<file path="src/rtl/twd_pkg.sv">
`timescale 1ns/1ps
package twd_pkg;
   localparam int unsigned WORD_W     = 32;
   // byte offsets of the three words
   localparam int unsigned OFS_CTRL_A = 'h0;
   localparam int unsigned OFS_CTRL_B = 'h4;
   localparam int unsigned OFS_TBASE  = 'h8;
   // bit positions inside the control words
   localparam int unsigned B_RSEEN    = 3;
   localparam int unsigned B_WARN     = 2;
   localparam int unsigned B_EN_A     = 1;
   localparam int unsigned B_EN_B     = 0;

   // one-cycle commands from the register port to the expiry engine
   typedef struct packed {
      logic kick;     // clear warning, restart interval
      logic clr_seen; // clear reset-seen record
   } twd_cmd_t;
endpackage

</file>
<file path="src/rtl/twd_timebase.sv">
`timescale 1ns/1ps
module twd_timebase #(
   parameter int unsigned TB_W = 32
) (
   input  logic            clk_i,
   input  logic            rst_ni,
   output logic [TB_W-1:0] tbase_o
);
   always_ff @(posedge clk_i or negedge rst_ni) begin
      if (!rst_ni) tbase_o <= '0;
      else         tbase_o <= tbase_o + 1'b1;
   end

   assert_tb_step_R8: assert property (@(posedge clk_i) disable iff (!rst_ni)
      1'b1 |=> tbase_o == TB_W'($past(tbase_o) + 1'b1));
endmodule

</file>
<file path="src/rtl/twd_expiry.sv">
`timescale 1ns/1ps
module twd_expiry
   import twd_pkg::*;
#(
   parameter int unsigned INTERVAL_LOG2 = 6,
   parameter int unsigned RST_CYCLES    = 4
) (
   input  logic     clk_i,
   input  logic     rst_ni,
   input  logic     run_i,
   input  twd_cmd_t cmd_i,
   output logic     warn_o,
   output logic     seen_o,
   output logic     wdt_rst_o
);
   localparam int unsigned      CNT_W    = INTERVAL_LOG2;
   localparam logic [CNT_W-1:0] CNT_LAST = '1;

   logic [CNT_W-1:0] ivl_q;
   logic             tick;
   logic             fire;

   // a keepalive on the expiry edge wins over the expiry
   assign tick = run_i && !cmd_i.kick && (ivl_q == CNT_LAST);
   assign fire = tick && warn_o;

   always_ff @(posedge clk_i or negedge rst_ni) begin
      if (!rst_ni)                   ivl_q <= '0;
      else if (!run_i || cmd_i.kick) ivl_q <= '0;
      else                           ivl_q <= ivl_q + 1'b1;
   end

   always_ff @(posedge clk_i or negedge rst_ni) begin
      if (!rst_ni)         warn_o <= 1'b0;
      else if (cmd_i.kick) warn_o <= 1'b0;
      else if (tick)       warn_o <= 1'b1;
   end

   // a set by the reset pulse wins over a software clear on the same edge
   always_ff @(posedge clk_i or negedge rst_ni) begin
      if (!rst_ni)             seen_o <= 1'b0;
      else if (fire)           seen_o <= 1'b1;
      else if (cmd_i.clr_seen) seen_o <= 1'b0;
   end

   generate
      if (RST_CYCLES == 1) begin : g_pulse_flop
         always_ff @(posedge clk_i or negedge rst_ni) begin
            if (!rst_ni) wdt_rst_o <= 1'b0;
            else         wdt_rst_o <= fire;
         end
      end else begin : g_pulse_cnt
         localparam int unsigned PW = $clog2(RST_CYCLES + 1);
         logic [PW-1:0] left_q;
         always_ff @(posedge clk_i or negedge rst_ni) begin
            if (!rst_ni)              left_q <= '0;
            else if (fire)            left_q <= PW'(RST_CYCLES);
            else if (left_q != '0)    left_q <= left_q - 1'b1;
         end
         assign wdt_rst_o = (left_q != '0);

         assert_pulse_min_R5: assert property (@(posedge clk_i) disable iff (!rst_ni)
            $rose(wdt_rst_o) |=> wdt_rst_o);
      end
   endgenerate

   assert_idle_no_warn_R3: assert property (@(posedge clk_i) disable iff (!rst_ni)
      !run_i |=> !$rose(warn_o));

   // also covers a keepalive that lands on the expiry edge
   assert_kick_clears_R6: assert property (@(posedge clk_i) disable iff (!rst_ni)
      cmd_i.kick |=> !warn_o);

   assert_seen_sticky_R7: assert property (@(posedge clk_i) disable iff (!rst_ni)
      $fell(seen_o) |-> $past(cmd_i.clr_seen));
endmodule

</file>
<file path="src/rtl/twd_regif.sv">
`timescale 1ns/1ps
module twd_regif
   import twd_pkg::*;
#(
   parameter int unsigned ADDR_W = 4,
   parameter int unsigned TB_W   = 32
) (
   input  logic              clk_i,
   input  logic              rst_ni,
   input  logic              bus_sel_i,
   input  logic              bus_wr_i,
   input  logic [ADDR_W-1:0] bus_addr_i,
   input  logic [WORD_W-1:0] bus_wdata_i,
   output logic [WORD_W-1:0] bus_rdata_o,
   input  logic              warn_i,
   input  logic              seen_i,
   input  logic [TB_W-1:0]   tbase_i,
   output twd_cmd_t          cmd_o,
   output logic              run_o
);
   logic hit_a, hit_b, hit_t;
   logic wr_a, wr_b;
   logic en_a_q, en_b_q;
   logic [WORD_W-1:0] tb_word;
   logic unused_wdata;

   assign hit_a = (bus_addr_i == ADDR_W'(OFS_CTRL_A));
   assign hit_b = (bus_addr_i == ADDR_W'(OFS_CTRL_B));
   assign hit_t = (bus_addr_i == ADDR_W'(OFS_TBASE));
   assign wr_a  = bus_sel_i && bus_wr_i && hit_a;
   assign wr_b  = bus_sel_i && bus_wr_i && hit_b;
   assign unused_wdata = ^bus_wdata_i;

   assign cmd_o.kick     = wr_a && bus_wdata_i[B_WARN];
   assign cmd_o.clr_seen = wr_a && bus_wdata_i[B_RSEEN];

   always_ff @(posedge clk_i or negedge rst_ni) begin
      if (!rst_ni)   en_a_q <= 1'b0;
      else if (wr_a) en_a_q <= bus_wdata_i[B_EN_A];
   end

   always_ff @(posedge clk_i or negedge rst_ni) begin
      if (!rst_ni)   en_b_q <= 1'b0;
      else if (wr_b) en_b_q <= bus_wdata_i[B_EN_B];
   end

   assign run_o = en_a_q && en_b_q;

   generate
      if (TB_W == WORD_W) begin : g_tb_full
         assign tb_word = tbase_i;
      end else begin : g_tb_ext
         assign tb_word = {{(WORD_W-TB_W){1'b0}}, tbase_i};
      end
   endgenerate

   always_comb begin
      bus_rdata_o = '0;
      if (bus_sel_i && !bus_wr_i) begin
         if (hit_a) begin
            bus_rdata_o[B_RSEEN] = seen_i;
            bus_rdata_o[B_WARN]  = warn_i;
            bus_rdata_o[B_EN_A]  = en_a_q;
         end else if (hit_b) begin
            bus_rdata_o[B_EN_B]  = en_b_q;
         end else if (hit_t) begin
            bus_rdata_o = tb_word;
         end
      end
   end

   assert_enable_write_R9: assert property (@(posedge clk_i) disable iff (!rst_ni)
      (wr_a && !bus_wdata_i[B_EN_A]) |=> !run_o);
endmodule

</file>
<file path="src/rtl/twostage_wdog.sv">
`timescale 1ns/1ps
module twostage_wdog
   import twd_pkg::*;
#(
   parameter int unsigned INTERVAL_LOG2 = 6,
   parameter int unsigned RST_CYCLES    = 4,
   parameter int unsigned TB_W          = 32,
   parameter int unsigned ADDR_W        = 4
) (
   input  logic              clk_i,
   input  logic              rst_ni,
   input  logic              bus_sel_i,
   input  logic              bus_wr_i,
   input  logic [ADDR_W-1:0] bus_addr_i,
   input  logic [31:0]       bus_wdata_i,
   output logic [31:0]       bus_rdata_o,
   output logic              irq_o,
   output logic              wdt_rst_o
);
   generate
      if (INTERVAL_LOG2 < 2 || INTERVAL_LOG2 > 30) begin : g_bad_interval
         $error("INTERVAL_LOG2 must lie in 2..30");
      end
      if (RST_CYCLES < 1 || RST_CYCLES >= (1 << INTERVAL_LOG2)) begin : g_bad_pulse
         $error("RST_CYCLES must be at least 1 and shorter than one interval");
      end
      if (TB_W < 1 || TB_W > WORD_W) begin : g_bad_tb
         $error("TB_W must lie in 1..32");
      end
      if (ADDR_W < 4) begin : g_bad_addr
         $error("ADDR_W must be at least 4");
      end
   endgenerate

   twd_cmd_t        cmd;
   logic            run;
   logic            warn;
   logic            seen;
   logic [TB_W-1:0] tbase;

   twd_timebase #(.TB_W(TB_W)) u_tb (
      .clk_i   (clk_i),
      .rst_ni  (rst_ni),
      .tbase_o (tbase)
   );

   twd_regif #(.ADDR_W(ADDR_W), .TB_W(TB_W)) u_regs (
      .clk_i       (clk_i),
      .rst_ni      (rst_ni),
      .bus_sel_i   (bus_sel_i),
      .bus_wr_i    (bus_wr_i),
      .bus_addr_i  (bus_addr_i),
      .bus_wdata_i (bus_wdata_i),
      .bus_rdata_o (bus_rdata_o),
      .warn_i      (warn),
      .seen_i      (seen),
      .tbase_i     (tbase),
      .cmd_o       (cmd),
      .run_o       (run)
   );

   twd_expiry #(.INTERVAL_LOG2(INTERVAL_LOG2), .RST_CYCLES(RST_CYCLES)) u_exp (
      .clk_i     (clk_i),
      .rst_ni    (rst_ni),
      .run_i     (run),
      .cmd_i     (cmd),
      .warn_o    (warn),
      .seen_o    (seen),
      .wdt_rst_o (wdt_rst_o)
   );

   assign irq_o = warn;

   assert_rst_after_irq_R5: assert property (@(posedge clk_i) disable iff (!rst_ni)
      $rose(wdt_rst_o) |-> $past(irq_o));
endmodule

</file>
<file path="config.mk">
export PLATFORM = sky130hd
export DESIGN_NAME = twostage_wdog
export DESIGN_NICKNAME = d
export VERILOG_FILES = /design/src/rtl/twd_pkg.sv /design/src/rtl/twd_timebase.sv /design/src/rtl/twd_expiry.sv /design/src/rtl/twd_regif.sv /design/src/rtl/twostage_wdog.sv
export SDC_FILE = /design/constraint.sdc
export NUM_CORES = 1
export LEC_CHECK = 0
export CORE_MARGIN = 1.5
export CORE_UTILIZATION = 35
export CTS_BUF_LIST = sky130_fd_sc_hd__clkbuf_4 sky130_fd_sc_hd__clkbuf_8 sky130_fd_sc_hd__clkbuf_16
export CTS_CLUSTER_SIZE = 16
export DETAILED_ROUTE_END_ITERATION = 8
export GPL_ROUTABILITY_DRIVEN = 0
export SLEW_MARGIN = 20
export SYNTH_ARGS = -nofsm -noshare
export SYNTH_HDL_FRONTEND = slang
export SYNTH_SLANG_ARGS = --single-unit
</file>
<file path="constraint.sdc">
create_clock -name clk_i -period 2.2 [get_ports clk_i]
set_clock_uncertainty 0.05 [all_clocks]
set_input_delay 0.44 -clock clk_i [delete_from_list [all_inputs] [get_ports clk_i]]
set_output_delay 0.44 -clock clk_i [all_outputs]
set_load 0.02 [all_outputs]
</file>
# [Word-level counts from Yosys, hierarchy flattened]
# Index checks and enable logic that the tools add are counted.
[totals] out_inout_bits=34 reg_bits=45
[classes] reduce_logical=19 add_sub_neg=3 eq_ne=3 n_mux=14
[op_table] cell="two-way mux 32 bit" n=2
[op_table] cell="adder 32 x 1 -> 32 bit, second input constant" n=1
[op_table] cell="two-way mux 31 bit" n=1
[op_table] cell="two-way mux 28 bit" n=1
[op_table] cell="logical AND 1 bit" n=10
[op_table] cell="two-way mux 3 bit" n=3
[op_table] cell="adder 6 x 1 -> 6 bit, second input constant" n=1
[op_table] cell="== test 6 bit, second input constant" n=1
[op_table] cell="two-way mux 1 bit" n=6
[op_table] cell="two-way mux 6 bit" n=1
[op_table] cell="nonzero test 2 bit" n=3
[op_table] cell="== test 4 x 3 -> 1 bit, second input constant" n=1
[op_table] cell="== test 4 bit, second input constant" n=1
[op_table] cell="zero test 4 bit" n=1
[op_table] cell="zero test 1 bit" n=3
[op_table] cell="nonzero test 3 bit" n=1
[op_table] cell="subtractor 3 x 1 -> 3 bit, second input constant" n=1
[op_table] cell="logical OR 1 bit" n=1

# [Logic depth before layout (Yosys ltp)]
# Gate-level depths: netlist of the first run.
[logic_depth] word_depth=8 ltp_mapped=5

# [Hierarchy]
# From an unflattened synthesis of the first run, not the netlist that was laid out.
[unflattened] cells_unflattened=229 hier_area_um2=2417.3
[modules_own_cells] module="twd_timebase" cells_each=127 instances=1 area_per_inst_um2=1478.9
[modules_own_cells] module="twd_expiry" cells_each=46 instances=1 area_per_inst_um2=503.0
[modules_own_cells] module="twd_regif" cells_each=56 instances=1 area_per_inst_um2=435.4

# [Least setup slack after synthesis of the first run]
# No wires, ideal clock.
[synth_timing] path_type="input to output" start="input bus_addr_i[1]" end="output bus_rdata_o[11]" cell_stages=5 setup_slack_ps=222 required_time_ps=1710 arrival_time_ps=1488 cell_sequence="nor4b_4 > and3b_1 > buf_2 > clkbuf_2 > and2_1"
[synth_between] elab_chain_cells=5
[synth_rtl] item="from (decl)" line_no="twostage_wdog.sv:14" rtl="input logic [ADDR_W-1:0] bus_addr_i,"
[synth_rtl] item="== test 4 bit" line_no="twd_regif.sv:29" rtl="assign hit_t = (bus_addr_i == ADDR_W'(OFS_TBASE));"
[synth_rtl] item="two-way mux 32 bit" line_no="twd_regif.sv:66" rtl="end else if (hit_t) begin"
[synth_rtl] item="two-way mux 31 bit" line_no="twd_regif.sv:64" rtl="end else if (hit_b) begin"
[synth_rtl] item="two-way mux 28 bit *" line_no="twd_regif.sv:60" rtl="if (hit_a) begin"
[synth_rtl] item="two-way mux 32 bit *" line_no="twd_regif.sv:59" rtl="if (bus_sel_i && !bus_wr_i) begin"
[synth_rtl] item="to (decl)" line_no="twostage_wdog.sv:16" rtl="output logic [31:0] bus_rdata_o,"
# Mark *: on every way between the ends. The rest lies on a longest branch, timed or not.

# [Worst setup path after layout of the first run]
[layout_timing] start="input bus_sel_i" end="output bus_rdata_o[20]"
[layout_between] elab_chain_cells=2
[layout_rtl] item="from (decl)" line_no="twostage_wdog.sv:12" rtl="input logic bus_sel_i,"
[layout_rtl] item="logical AND 1 bit" line_no="twd_regif.sv:59"
[layout_rtl] item="two-way mux 32 bit" line_no="twd_regif.sv:59"
# Every way passes these cells.

==> results of run 1 <==
[layer usage]
| metal | share of wire [%] | wire length [µm] | GRT usage [%] | vias up |
|---|---|---|---|---|
| li1 | - | - | - | 871 |
| met1 | 48 | 2370 | 21.7 | 852 |
| met2 | 46 | 2240 | 22.1 | 38 |
| met3 | 4.5 | 221 | 3.64 | 5 |
| met4 | 1.2 | 59 | 4.62 | 0 |
| met5 | 0 | 0 | 0 | - |
[cell families (layout without fill, tap and decap cells)]
| group | after synthesis | in the layout | synth area share, % |
|---|---|---|---|
| compound gates | 7 | 7 | 2.22 |
| fa+ha+maj | 4 | 4 | 2.17 |
| simple gates | 113 | 113 | 30.2 |
| mux | 3 | 3 | 1.41 |
| buf+inv | 11 | 74 | 1.95 |
| xor+xnor | 35 | 35 | 13.3 |
| flops | 45 | 45 | 48.8 |
[state kept, by name, indices dropped and copies added (netlist names)]
name and cells:
u_exp.warn_o 1, u_exp.g_pulse_cnt.left_q 3, u_regs.en_a_q 1, u_regs.en_b_q 1
u_exp.seen_o 1, u_exp.ivl_q 6, u_tb.tbase_o 32
[how the worst max path moves through the flow]
stage | end | slack, ns | start | cells past startpoint
2_1_floorplan | bus_rdata_o[11] | 0.22 | bus_addr_i[1] | 5
3_3_place_gp | bus_rdata_o[4] | -0.66 | bus_addr_i[1] | 6
3_5_place_dp | bus_rdata_o[22] | -0.67 | bus_addr_i[1] | 6
4_1_cts | bus_rdata_o[9] | 0.0001 | bus_addr_i[2] | 6
5_1_grt | bus_rdata_o[10] | 0.003 | bus_addr_i[2] | 6
6_report | bus_rdata_o[20] | 0.07 | bus_sel_i | 5
[layout make-up]
type | instances | area share [%]
multi-input combinational | 162 | 38.7
sequential | 45 | 37.4
timing repair buffer | 59 | 17.0
tap | 77 | 3.20
clock buffer | 6 | 2.53
inverter | 7 | 0.872
clock inverter | 2 | 0.332
[per-stage QoR]
step	setup WS (ns)	power [mW]
floorplan	0.222	0.880
global placement	-0.656	0.942
detailed placement	-0.673	0.942
CTS	0.000148	1.45
global route	0.00255	1.49
finish	0.0664	1.42
[cell usage after synthesis (4+ instances only)]
cell / count
and2_1: 29
and3_1: 6
dfrtp_1: 45
ha_1: 4
inv_1: 7
nand2_1: 12
nand3_1: 13
nand4_1: 15
nor2_1: 19
nor3_1: 5
xnor2_1: 26
xor2_1: 9
[critical path, stage by stage]
cell	delay [ns]
clkdlybuf4s50_1	0.49
and3b_2	0.30
buf_6	0.14
and2_1	0.11
buf_2	0.16
[power by group]
part	leakage (nW)	internal [mW]	switching, mW
logic	0.761	0.0355	0.0407
registers	0.612	0.836	0.0108
clock network	0.0484	0.233	0.266
[cells in the final DEF, fill, tap and decap left out, drive strengths merged, types with 4 or more instances in the layout]
master | netlist | layout
clkdlybuf4s50 | 0 | 6
nor3 | 5 | 5
buf | 1 | 47
xor2 | 9 | 9
inv | 7 | 7
nand4 | 15 | 15
nand2 | 12 | 12
dfrtp | 45 | 45
xnor2 | 26 | 26
nor2 | 20 | 20
ha | 4 | 4
and3 | 6 | 6
and2 | 29 | 29
clkbuf | 3 | 8
nand3 | 15 | 15
nor4 | 4 | 4
[repair_timing]
item	4_1_cts	5_1_grt
cloned	2	0
setup endpoints to repair	33	28
resized for setup	188	10
buffers inserted	1	0
pin swaps	3	2
endpoints found under the hold margin	0	0
==> flow_metrics.env, run 1 <==
export IMPL_status="completed"
export IMPL_clockBufferDepth=2
export IMPL_holdWs_ns=0.169
export IMPL_cts_inserted_buffers=5
export IMPL_synth_yosys_warnings=0
export IMPL_cp_required_ns=1.71
export IMPL_ys_types=33
export IMPL_clkSlewWorstSetupHoldPaths_ns=0.08
export IMPL_drt_total_wl_um=4890
export IMPL_synth_top_cell_by_area="dfrtp_1"
export IMPL_syn_inst=218
export IMPL_grt_pass1_wl_um=8450
export IMPL_finalNonFillerCells=358
export IMPL_drt_iter0_drc=50
export IMPL_dieHeight_um=84.2
export IMPL_rsz0062_at_grt="false"
export IMPL_drive_above_1_share_pct=28.1
export IMPL_synth_top_area_share_pct=48.8
export IMPL_rr_worst_depth=4
export IMPL_start_kind="primary input"
export IMPL_synth_edff_count=0
export IMPL_arrival_ns=1.64
export IMPL_cts_htree_levels=2
export IMPL_routedWlPerCell_um=13.7
export IMPL_die_w_um=84.2
export IMPL_powerDensity_nw_per_um2=472
export IMPL_areaGrowthSynthToFinish_pct=30.5
export IMPL_p_leak_nw=1.42
export IMPL_rows=29
export IMPL_grt_pass1_vias=1742
export IMPL_syn_num_nets=262
export IMPL_fin_nets=324
export IMPL_peakVddDrop_uv=183
export IMPL_async_flop_share_pct=100
export IMPL_rrSetupSlack_ns=0.37
export IMPL_final_hold_violation_count=0
export IMPL_setup_viol=0
export IMPL_fin_setup_tns_ns=0
export IMPL_synth_seq_cells=45
export IMPL_max_freq_mhz=469
export IMPL_routed_via_density=4.93
export IMPL_antenna_found_initial=0
export IMPL_drc=0
export IMPL_regArea_um2=1130
export IMPL_drv_cap=0
export IMPL_worst_setup_path_end_kind="primary output"
export IMPL_diodes=0
export IMPL_ant_nets=0
export IMPL_path_max_fanout=5
export IMPL_num_vias=1766
export IMPL_grt_start_max_net_pins=46
export IMPL_ys_seq_area_share_pct=48.8
export IMPL_fin_crit_sh_pct=97.0
export IMPL_synth_area_top_cells="dfrtp_1 (49%), xnor2_1 (9.9%), and2_1 (7.9%), nand4_1 (4.1%), xor2_1 (3.4%)"
export IMPL_worstHoldPathType="in -> async"
export IMPL_syn_cell_area_um2=2310
export IMPL_drv_slew=0
export IMPL_synth_ff_type="dfrtp_1"
export IMPL_tightest_slew_ns=0.569
export IMPL_postCtsHoldBufs=0
export IMPL_fin_area_um2=3010
export IMPL_finish_utilization_pct=47.4
export IMPL_dp_hpwl_um=3470
export IMPL_fillers=605
export IMPL_fin_crit_ns=2.13
export IMPL_grt_usage_pct=14.9
export IMPL_gr_total_overflow=0
export IMPL_multi_input_area_um2=1170
export IMPL_clock_sinks=45
export IMPL_syn_avg_cell_area_um2=10.6
export IMPL_io_pin_count=74
export IMPL_core_um2=6350
export IMPL_cts_root_buffer="clkbuf_8"
export IMPL_cts_tree="done"
export IMPL_port_buffers=45
export IMPL_dieArea_um2=7090
export IMPL_start_util_pct=36.4
export IMPL_place_inst=347
export IMPL_max_slew_margin_rel_pct=61.8
export IMPL_worstSkewPairLatency_ns=0.29
export IMPL_r2r_end="u_tb.tbase_o[27]$_DFF_PN0_"
export IMPL_dpl_cell_area_um2=2910
export IMPL_r2r_start="u_tb.tbase_o[0]$_DFF_PN0_"
export IMPL_path_class="in -> out"
export IMPL_drt_pass1_iterations=4
Power figures use the tool's default switching activity.
==> inputs of run 2 (changes only) <==
==> constraint.sdc (replaced) <==
create_clock -name clk_i -period 2.2 [get_ports clk_i]
set_clock_uncertainty 0.05 [all_clocks]
set_input_delay 0.44 -clock clk_i [delete_from_list [all_inputs] [get_ports clk_i]]
set_output_delay 0.44 -clock clk_i [all_outputs]
set_load 0.01 [all_outputs]
==> run 2 against run 1 <==
Compared with the run above:
- setup slack lost 0.011 ns
- final area is 2.6% lower
- hold slack better by 0.0057 ns
- die area is the same
- routed wire length fell by 0.76%
- maximum frequency decreased by 0.49%
- combinational power rose by 2%
- via count down 2.2%
- utilization down 1.2 points
- count of clock-buffer cells in the layout decreased by 1
- clock power fell by 6.8%
==> flow_metrics.env, run 2 (synthesis gave the netlist of run 1 again) <==
export IMPL_tightest_slew_ns=0.593
export IMPL_drv_slew=0
export IMPL_postCtsHoldBufs=0
export IMPL_final_common_cell="dfrtp_1"
export IMPL_cts_tree="done"
export IMPL_drv_cap=0
export IMPL_rows=29
export IMPL_port_buffers=45
export IMPL_grt_pass1_vias=1718
export IMPL_final_hold_violation_count=0
export IMPL_worstSkewPairLatency_ns=0.29
export IMPL_clock_sinks=45
export IMPL_drc=0
export IMPL_holdWs_ns=0.174
export IMPL_grt_most_used_layer="met2"
export IMPL_cp_required_ns=1.71
export IMPL_drt_iter0_drc=80
export IMPL_start_util_pct=36.4
export IMPL_fin_nets=328
export IMPL_p_leak_nw=1.42
export IMPL_antenna_found_initial=0
export IMPL_worstHoldPathType="in -> async"
export IMPL_dieArea_um2=7090
export IMPL_cts_htree_levels=2
export IMPL_max_slew_margin_rel_pct=60.1
export IMPL_io_pin_count=74
export IMPL_ant_nets=0
export IMPL_path_max_fanout=5
export IMPL_arrival_ns=1.65
export IMPL_dpl_cell_area_um2=2910
export IMPL_drt_total_wl_um=4850
export IMPL_cts_inserted_buffers=5
export IMPL_peakVddDrop_uv=242
export IMPL_num_vias=1727
export IMPL_diodes=0
export IMPL_met2_usage_pct=22.9
export IMPL_areaGrowthSynthToFinish_pct=27.2
export IMPL_fin_crit_sh_pct=97.5
export IMPL_final_cell_mix="dfrtp_1 (45), and2_1 (29), xnor2_1 (26), buf_2 (26), nor2_1 (19)"
export IMPL_core_um2=6350
export IMPL_largest_register_ffs=32
export IMPL_grt_usage_pct=15.0
export IMPL_start_kind="primary input"
export IMPL_grt_met1_usage_pct=21.8
export IMPL_fin_area_um2=2940
export IMPL_dieHeight_um=84.2
export IMPL_path_class="in -> out"
export IMPL_cts_root_buffer="clkbuf_8"
export IMPL_setup_viol=0
export IMPL_routedWlPerCell_um=13.5
export IMPL_worst_setup_path_end_kind="primary output"
export IMPL_largest_register="u_tb.tbase_o"
export IMPL_powerDensity_nw_per_um2=473
export IMPL_routed_via_density=4.80
export IMPL_max_freq_mhz=466
export IMPL_grt_pass1_wl_um=8520
export IMPL_grt_use_met3_pct=3.24
export IMPL_largest_registers="u_tb.tbase_o (32), u_exp.ivl_q (6), u_exp.g_pulse_cnt.left_q (3)"
export IMPL_clockBufferDepth=2
export IMPL_gr_total_overflow=0
export IMPL_clkSlewWorstSetupHoldPaths_ns=0.07
export IMPL_dp_hpwl_um=3390
export IMPL_die_w_um=84.2
export IMPL_status="completed"
export IMPL_grt_start_max_net_pins=46
export IMPL_fin_setup_tns_ns=0
export IMPL_drive_above_1_share_pct=24.0
export IMPL_drt_pass1_iterations=4
export IMPL_place_inst=347
export IMPL_finalNonFillerCells=360
export IMPL_fin_crit_ns=2.14
export IMPL_rsz0062_at_grt="false"
export IMPL_finish_utilization_pct=46.2
-- run 2: changes by cell type in the layout (fill, tap and decap cells not counted), moves of 2 or more --
cell / before / now
buf_2: 6 / 26
and2_1: 18 / 29
and2_4: 11 / 0
buf_4: 23 / 12
buf_6: 18 / 7
clkdlybuf4s15_2: 0 / 4
clkdlybuf4s15_1: 1 / 3
-- run 2: path summary, 6_finish.rpt --
| check | slack, ns | endpoint | cells after the start | from |
|---|---|---|---|---|
| setup / recovery | 0.06 | bus_rdata_o[4] | 6 | bus_sel_i |
| hold / removal | 0.17 | u_tb.tbase_o[18]$_DFF_PN0_ | 2 | rst_ni |
| setup reg to reg | 0.35 | u_tb.tbase_o[27]$_DFF_PN0_ | 4 | u_tb.tbase_o[0]$_DFF_PN0_ |
| hold reg to reg | 0.42 | u_exp.ivl_q[0]$_DFF_PN0_ | 1 | u_exp.ivl_q[0]$_DFF_PN0_ |
| max in group asynchronous | 1.56 | u_regs.en_a_q$_DFFE_PN0N_ | 2 | rst_ni |
| min in group clk_i | 0.42 | u_exp.ivl_q[0]$_DFF_PN0_ | 1 | u_exp.ivl_q[0]$_DFF_PN0_ |
-- run 2: cell type report --
class | count | area [µm²]
fillers | 636 | 3410
multi-input cells | 162 | 1140
flip-flops and latches | 45 | 1130
repair buffers | 63 | 474
well taps | 77 | 96.3
clock buffers | 5 | 68.8
inverters | 7 | 26.3
clock inverters | 1 | 5.00
-- run 2: worst max-delay path, stage by stage --
cell             delay, ns
clkdlybuf4s50_1       0.43
and3b_2               0.25
buf_6                 0.14
buf_6                 0.12
and2_1                0.14
buf_2                 0.14
-- run 2: metrics by stage --
stage / worst slack [ns] / power (mW)
finish: 0.0558 / 1.39
global route: 0.00688 / 1.46
CTS: 0.0174 / 1.42
detailed placement: -0.598 / 0.941
global placement: -0.588 / 0.941
floorplan: 0.288 / 0.880
-- run 2: repair_timing --
| action | CTS | global route |
|---|---|---|
| pin swaps | 3 | 2 |
| endpoints found under the hold margin | 0 | 0 |
| setup buffers | 5 | 0 |
| gates resized for setup | 134 | 6 |
| endpoints found under the setup margin | 32 | 30 |
| cloned | 2 | 0 |
-- run 2: report_power, final --
group	internal, mW	total (mW)	switching (mW)
sequential	0.836	0.846	0.0106
combinational	0.0367	0.0774	0.0406
clock	0.209	0.465	0.256
-- run 2: per-layer routing --
metal / part of all wire [%] / vias up
met4: 1.0 / 0
met5: 0 / -
met1: 51 / 823
met3: 3.0 / 4
li1: - / 876
met2: 45 / 24
